[config.mk]
export PLATFORM = sky130hd
export DESIGN_NAME = dma_hs_port
export DESIGN_NICKNAME = d
export VERILOG_FILES = /design/src/rtl/dma_hs_port.sv
export SDC_FILE = /design/constraint.sdc
export NUM_CORES = 1
export LEC_CHECK = 0
export ABC_AREA = 1
export ABC_CLOCK_PERIOD_IN_PS = 1500
export BUFFER_PORTS_ARGS = -buffer_cell sky130_fd_sc_hd__buf_2
export CAP_MARGIN = 20
export CORE_ASPECT_RATIO = 0.7
export CORE_UTILIZATION = 40
export DETAILED_ROUTE_END_ITERATION = 10
export PLACE_DENSITY = 0.71
export SKIP_CTS_REPAIR_TIMING = 1
export SKIP_LAST_GASP = 1
export SYNTH_ARGS = -nofsm -noshare
export SYNTH_HDL_FRONTEND = slang
export SYNTH_SLANG_ARGS = --single-unit
export TNS_END_PERCENT = 100
[constraint.sdc]
create_clock -name clk -period 1.5 [get_ports clk]
set_input_delay 0.15 -clock clk [delete_from_list [all_inputs] [get_ports clk]]
set_output_delay 0.15 -clock clk [all_outputs]
set_load 0.03 [all_outputs]
[src/rtl/dma_hs_port.sv]
module dma_hs_port #(
  parameter int DW = 32
) (
  input  logic          clk,
  input  logic          rst_n,
  input  logic          start,
  input  logic          to_card,
  output logic          dma_req,
  input  logic          dack_n,
  input  logic          tc,
  input  logic [DW-1:0] bus_din,
  output logic [DW-1:0] bus_dout,
  output logic          buf_en,
  output logic          buf_to_card,
  input  logic          src_empty,
  input  logic          src_aempty,
  input  logic [DW-1:0] src_data,
  output logic          src_pop,
  input  logic          snk_full,
  input  logic          snk_afull,
  output logic          snk_push,
  output logic [DW-1:0] snk_data
);

  logic          armed, tc_seen, dack_q, push_q;
  logic [DW-1:0] stage_q, data_q;
  logic          ack_done, busy, room;

  assign ack_done = dack_n & ~dack_q;
  assign busy     = ~dack_n | ~dack_q | push_q;

  always_comb begin
    if (to_card) room = busy ? ~snk_afull  : ~snk_full;
    else         room = busy ? ~src_aempty : ~src_empty;
  end

  assign dma_req     = armed & ~tc_seen & room;
  assign src_pop     = ack_done & ~to_card;
  assign snk_push    = push_q;
  assign snk_data    = data_q;
  assign bus_dout    = src_data;
  assign buf_en      = ~dack_n;
  assign buf_to_card = to_card;

  always_ff @(posedge clk or negedge rst_n) begin
    if (!rst_n) begin
      armed   <= 1'b0;
      tc_seen <= 1'b0;
      dack_q  <= 1'b1;
      push_q  <= 1'b0;
      stage_q <= '0;
      data_q  <= '0;
    end else begin
      dack_q <= dack_n;
      push_q <= ack_done & to_card;
      if (!dack_n) stage_q <= bus_din;
      if (ack_done) data_q <= stage_q;
      if (start) begin
        armed   <= 1'b1;
        tc_seen <= 1'b0;
      end else begin
        if (!dack_n && tc) tc_seen <= 1'b1;
        if (ack_done && tc_seen) armed <= 1'b0;
      end
    end
  end

endmodule

==> run metrics, run 1 <==
Fin. Hold Viols 0; top post-synthesis cells by area dfrtp_1 (58%), nand2_1 (21%), buf_4 (9.3%); Worst Hold Path Cells 3; Crit path largest cell delay ~0.62 ns; placed instance count between 400 and 500; IO Port Bufs just under 80; antenna violations before repair 0; post-synth top area share about 58%; number of global-route vias before repair 2,115; reg2reg path depth 5; CP max stage cell dfstp_2; Sw Ratio between 20 and 30%; largest net degree at the start of global routing 69; post-synthesis adder-cell area fraction 0%; Final Skew 0.00536 ns; failing checks negative setup slack; Core Rows 25; largest family of logic cells by synthesized area simple AND/OR/NAND/NOR gates; Nets 455; number of I/O pins around 140; Seq/Total Area, Yosys 58.5%; Final Power 0.00444 W; hold_ws slightly above 0.007 ns; Worst Hold End stage_q[19]$_DFFE_PN0N_; DP HPWL 3.60 mm; period utilization 112%; Vias/cell 4.51; Detailed Routing Iterations Pass 1 4; worst skew pair latency 0.33 ns; Net Sw Power approximately 0.0013 W; synthesized cell area 2910 um^2; CP most frequent cell nor2_1; RSZ-0062 raised after global routing yes; Synth cell types 15; final setup violation count 2; area of the core 6880 um^2; fmax 597 MHz; Die Y 73.4 um; area delta synth->final 17.9%; CP Cell Sequence nand3_2 > o21ai_2 > nor2_1 > nor2_1 > buf_4; # clock sinks 68; Critical Path End Type output pin; vias after detailed routing 2,154; Reg-to-Reg Start dack_q$_DFF_PN1_; first-pass GRT wire length 9.49 mm; Iteration-0 DRC Markers slightly below 100; WL/cell 12.0 um; Die X around 100 um; Post-Synth XOR/XNOR Area 0%; Starting Density 42.3%; Antenna diodes 0; pwr dens 1290 nW/um^2; multi-input logic area between 800 and 900 um^2; startpoint types flip-flop; Root Driver clkbuf_8; share of layout cells above drive strength 1 a little under a third; post-route ant nets 0; relative slew slack 71.5%; RePlAce Congestion roughly 0.73; Max H-tree Level 3; Comb power frac a little under a fifth; final period demand of the worst path 1.68 ns; fin. max-slew vios 0; cell family with most CP delay flip-flops; Warnings, synthesis 0; Leakage a little under 2 nW; Pint 0.00314 W; most frequent cells in the layout nand2_1 (163), buf_2 (77), dfrtp_1 (67); CTS tree built; pre-CTS setup slack 0.0861 ns; Max Cap Viol 0; TritonCTS buffer count 9; Clock Power Share between 30% and 40%; drt drc 0; Critical Path RT 1.35 ns; Total GRT Usage 16.0%; Worst-Margin Slew 0.427 ns; Worst EP arrival 1.53 ns; Peak VDD IR 0.471 mV; worst min-delay path category in2reg; Finished Layout Cells 478; crit-path max FO 4; FF+latch count, synth 68; Syn Nets a little under 400; status finished with violations; Detailed Route WL between 5 and 6 mm; leading cell type in the layout, fill and taps excluded nand2_1; GR Overflow Total 0; register area 1700 um^2; post-synthesis mux area share 0%; Synth area leader dfrtp_1; Gate Count Post-Synth ~320; Worst Path Buf+Inv 1; Max Buffers Root-to-Sink 2; kind of critical path reg2out; final setup TNS -0.200 ns; syn avg cell area 8.99 um^2; # fillers around 700; register share of total power 48.3%; R2R setup slack 0.27 ns; clk slew on worst S/H paths 0.07 ns; hold path startpoint bus_din[19]; compound-cell area share of the yosys netlist 4.30%; Simple-Gate Fraction of Synth Area 23.3%; r2r endpoint snk_data[3]$_DFFE_PN0P_; setup ws final -0.176 ns; die area 7630 um^2
cells by family after synthesis:
group,Yosys count
DFF,68
AOI/OAI and AO/OA,19
buffers and inverters,61
and+or+nand+nor,176
cell type report:
| class | count | share of cell area [%] |
|---|---|---|
| inverters | 15 | 1.93 |
| repair buffers | 91 | 15.3 |
| clock inverters | 2 | 1.02 |
| well taps | 94 | 3.43 |
| clock buffers | 12 | 4.52 |
| flip-flops and latches | 68 | 49.6 |
| multi-input cells | 196 | 24.2 |
state kept, by name, summed over array words and instances, names as in the netlist:
| name | flops |
|---|---|
| snk_data | 32 |
| stage_q | 32 |
| armed | 1 |
| dack_q | 1 |
| snk_push | 1 |
| tc_seen | 1 |
per-stage QoR:
stage	utilization [%]	cell area, um^2
3_3_place_gp	45.5	3130
6_report	49.9	3430
3_5_place_dp	45.5	3130
5_1_grt	49.9	3430
4_1_cts	48.3	3320
2_1_floorplan	-	2910
worst max path at each step:
stage                           startpoint       to  cells past startpoint  slack (ns)
after floorplan           dack_q$_DFF_PN1_  dma_req                      6        0.05
after global placement    dack_q$_DFF_PN1_  src_pop                      4        0.13
after detailed placement  dack_q$_DFF_PN1_  dma_req                      5        0.09
after CTS                 dack_q$_DFF_PN1_  dma_req                      5       -0.29
after global routing      dack_q$_DFF_PN1_  dma_req                      7       -0.27
final                     dack_q$_DFF_PN1_  dma_req                      5       -0.18
cells in the mapped netlist:
library cell  number
clkbuf_1           2
inv_1             13
buf_2              4
dfstp_2            1
nand2_1          164
o21ai_2            8
o21ai_0           10
nand3_1            2
buf_4             36
nor2_1             9
buf_6              4
dfrtp_1           67
a21oi_1            1
inv_4              2
nor2_8             1
metal layers:
metal  track usage, %  routed length (um)  up-vias
li1                 -                   -     1055
met1             19.8                2770     1019
met2             26.3                2550       74
met3             6.57                 390        6
met4             4.13                  34        0
met5                0                   0        -
power groups by stage:
| stage | Combinational (W) | Sequential (W) | Clock, W |
|---|---|---|---|
| floorplan | 0.000440 | 0.00241 | 0 |
| global placement | 0.000792 | 0.00217 | 0 |
| detailed placement | 0.000810 | 0.00218 | 0 |
| CTS | 0.000811 | 0.00214 | 0.00152 |
| global route | 0.000915 | 0.00217 | 0.00161 |
| finish | 0.000828 | 0.00214 | 0.00147 |
worst min-delay path: stages:
cell and delay, ns:
buf_2 0.07, nand2_1 0.04, nand2_1 0.04
No activity file was read; power rests on OpenSTA's default activity.
==> run 2, diff against run 1 <==
==> constraint.sdc (replaced) <==
create_clock -name clk -period 1.5 [get_ports clk]
set_input_delay 0.3 -clock clk [delete_from_list [all_inputs] [get_ports clk]]
set_output_delay 0.3 -clock clk [all_outputs]
set_load 0.03 [all_outputs]
==> run metrics, run 2 (same netlist as run 1, synthesis figures left out) <==
Worst setup startpoint dack_q$_DFF_PN1_; GR Overflow Total 0 (unchanged); die area 7630 um^2 (unchanged); Fin. Hold Viols 0 (unchanged); Leakage 1.95 nW (about the same); Max Buffers Root-to-Sink 2 (unchanged); # fillers 714 (+1.6%); vias after detailed routing 2,118 (-1.7%); Total GRT Usage 16.5% (+0.54 points); Max Cap Viol 0 (unchanged); pre-CTS setup slack -0.0442 ns (-0.130 ns); Critical Path RT 1.20 ns (-0.15 ns); number of global-route vias before repair 2,085 (-1.4%); setup ws final -0.265 ns (-0.0888 ns); failing checks negative setup slack; clk slew on worst S/H paths 0.07 ns (about the same); fin. max-slew vios 0 (unchanged); CTS tree built; startpoint types flip-flop; CP max stage cell dfstp_2; largest net degree at the start of global routing 69 (unchanged); cell family with most CP delay flip-flops; # clock sinks 68 (unchanged); CP Cell Sequence nand2_1 > nor2_2 > nand2_1 > nand3_1 > nand2_1 > nor2_2 > buf_6; number of I/O pins 143 (unchanged); first-pass GRT wire length 9.67 mm (+1.9%); RSZ-0062 raised after global routing yes; drt drc 0 (unchanged); Worst EP arrival 1.46 ns (-0.07 ns); Detailed Route WL 5.81 mm (+1.2%); hold path startpoint start; Final Skew 0.00832 ns (+0.00297 ns); antenna violations before repair 0 (unchanged); worst skew pair latency 0.34 ns (about the same); share of layout cells above drive strength 1 31.2% (+0.70 points); area of the core 6880 um^2 (unchanged); Root Driver clkbuf_8; Iteration-0 DRC Markers 102 (+4.1%); status finished with violations; Final Power 0.00459 W (+3.3%); Die Y 73.4 um (unchanged); area delta synth->final 17.6%; Crit path largest cell delay 0.54 ns (-0.08 ns); Antenna diodes 0 (unchanged); Worst Path Buf+Inv 1 (unchanged); post-route ant nets 0 (unchanged); DP HPWL 3.99 mm (+11%); Vias/cell 4.42 (-1.9%); most frequent cells in the layout nand2_1 (164), buf_2 (77), dfrtp_1 (67); kind of critical path reg2out; Peak VDD IR 0.671 mV (+43%); Critical Path End Type output pin; final period demand of the worst path 1.76 ns (+0.0888 ns); Starting Density 42.3% (unchanged); CP most frequent cell nand2_1; pwr dens 1340 nW/um^2 (+3.5%); Max H-tree Level 3 (unchanged); final setup violation count 2 (unchanged); Detailed Routing Iterations Pass 1 5 (+1); Area after DPL 3160 um^2 (+0.96%); worst min-delay path category in2reg; fin util 49.7% (-0.13 points); Core Rows 25 (unchanged); Nets 454 (-0.22%); register area 1700 um^2 (unchanged); Worst-Margin Slew 0.369 ns (-0.0580 ns); RePlAce Congestion 0.765 (+5.0%); crit-path max FO 3 (-1); relative slew slack 75.3% (+3.8 points); Design Area, Final 3420 um^2 (-0.26%); WL/cell 12.1 um (+0.95%); Die X 104 um (unchanged); leading cell type in the layout, fill and taps excluded nand2_1; IO Port Bufs 78 (unchanged); Reg-to-Reg Start dack_q$_DFF_PN1_; fmax 567 MHz (-5.0%); TritonCTS buffer count 9 (unchanged); multi-input logic area 823 um^2 (-0.75%); period utilization 118% (+5.9 points)
## run 2: where the power goes
| part | switching (W) | total [W] | internal, W |
|---|---|---|---|
| combinational | 0.000563 | 0.000823 | 0.000260 |
| sequential | 0.000103 | 0.00214 | 0.00204 |
| clock | 0.000650 | 0.00162 | 0.000973 |
| total | 0.00132 | 0.00459 | 0.00327 |
## run 2: worst register-to-register path, delay by kind of cell, from the launching register on
kind / cells / cell delay (ns)
AOI/OAI and AO/OA: 1 / 0.06
DFF: 1 / 0.54
buffers and inverters: 3 / 0.43
and+or+nand+nor: 2 / 0.14
## run 2: layout make-up
type	count	area share [%]
clock buffers	11	4.13
inverters	15	1.79
multi-input cells	196	24.0
flip-flops and latches	68	49.7
clock inverters	5	2.19
well taps	94	3.44
repair buffers	90	14.7
## run 2: path summary, 6_finish.rpt
path / slack, ns / cells after the start / end
max: -0.26 / 7 / dma_req
min: 0.14 / 2 / tc_seen$_DFFE_PN0P_
max reg2reg: 0.25 / 6 / snk_data[6]$_DFFE_PN0P_
min reg2reg: 0.47 / 2 / snk_data[23]$_DFFE_PN0P_
max in group asynchronous: 0.67 / 3 / dack_q$_DFF_PN1_
min in group asynchronous: 0.50 / 3 / snk_data[18]$_DFFE_PN0P_
## run 2: metrics by stage
stage	setup TNS (ns)	instances	hold WS, ns
2_1_floorplan	0	324	0.00441
3_3_place_gp	-0.00653	459	0.341
3_5_place_dp	-0.0668	459	0.351
4_1_cts	-0.715	475	-0.0206
5_1_grt	-0.558	479	0.121
6_report	-0.403	479	0.139
## run 2: metal layers
layer | GRT usage (%) | up-vias | part of all wire (%)
met1 | 21.4 | 981 | 49
li1 | - | 1055 | -
met2 | 25.8 | 69 | 44
met5 | 0 | - | 0
met4 | 6.35 | 0 | 1.6
met3 | 5.86 | 13 | 5.7
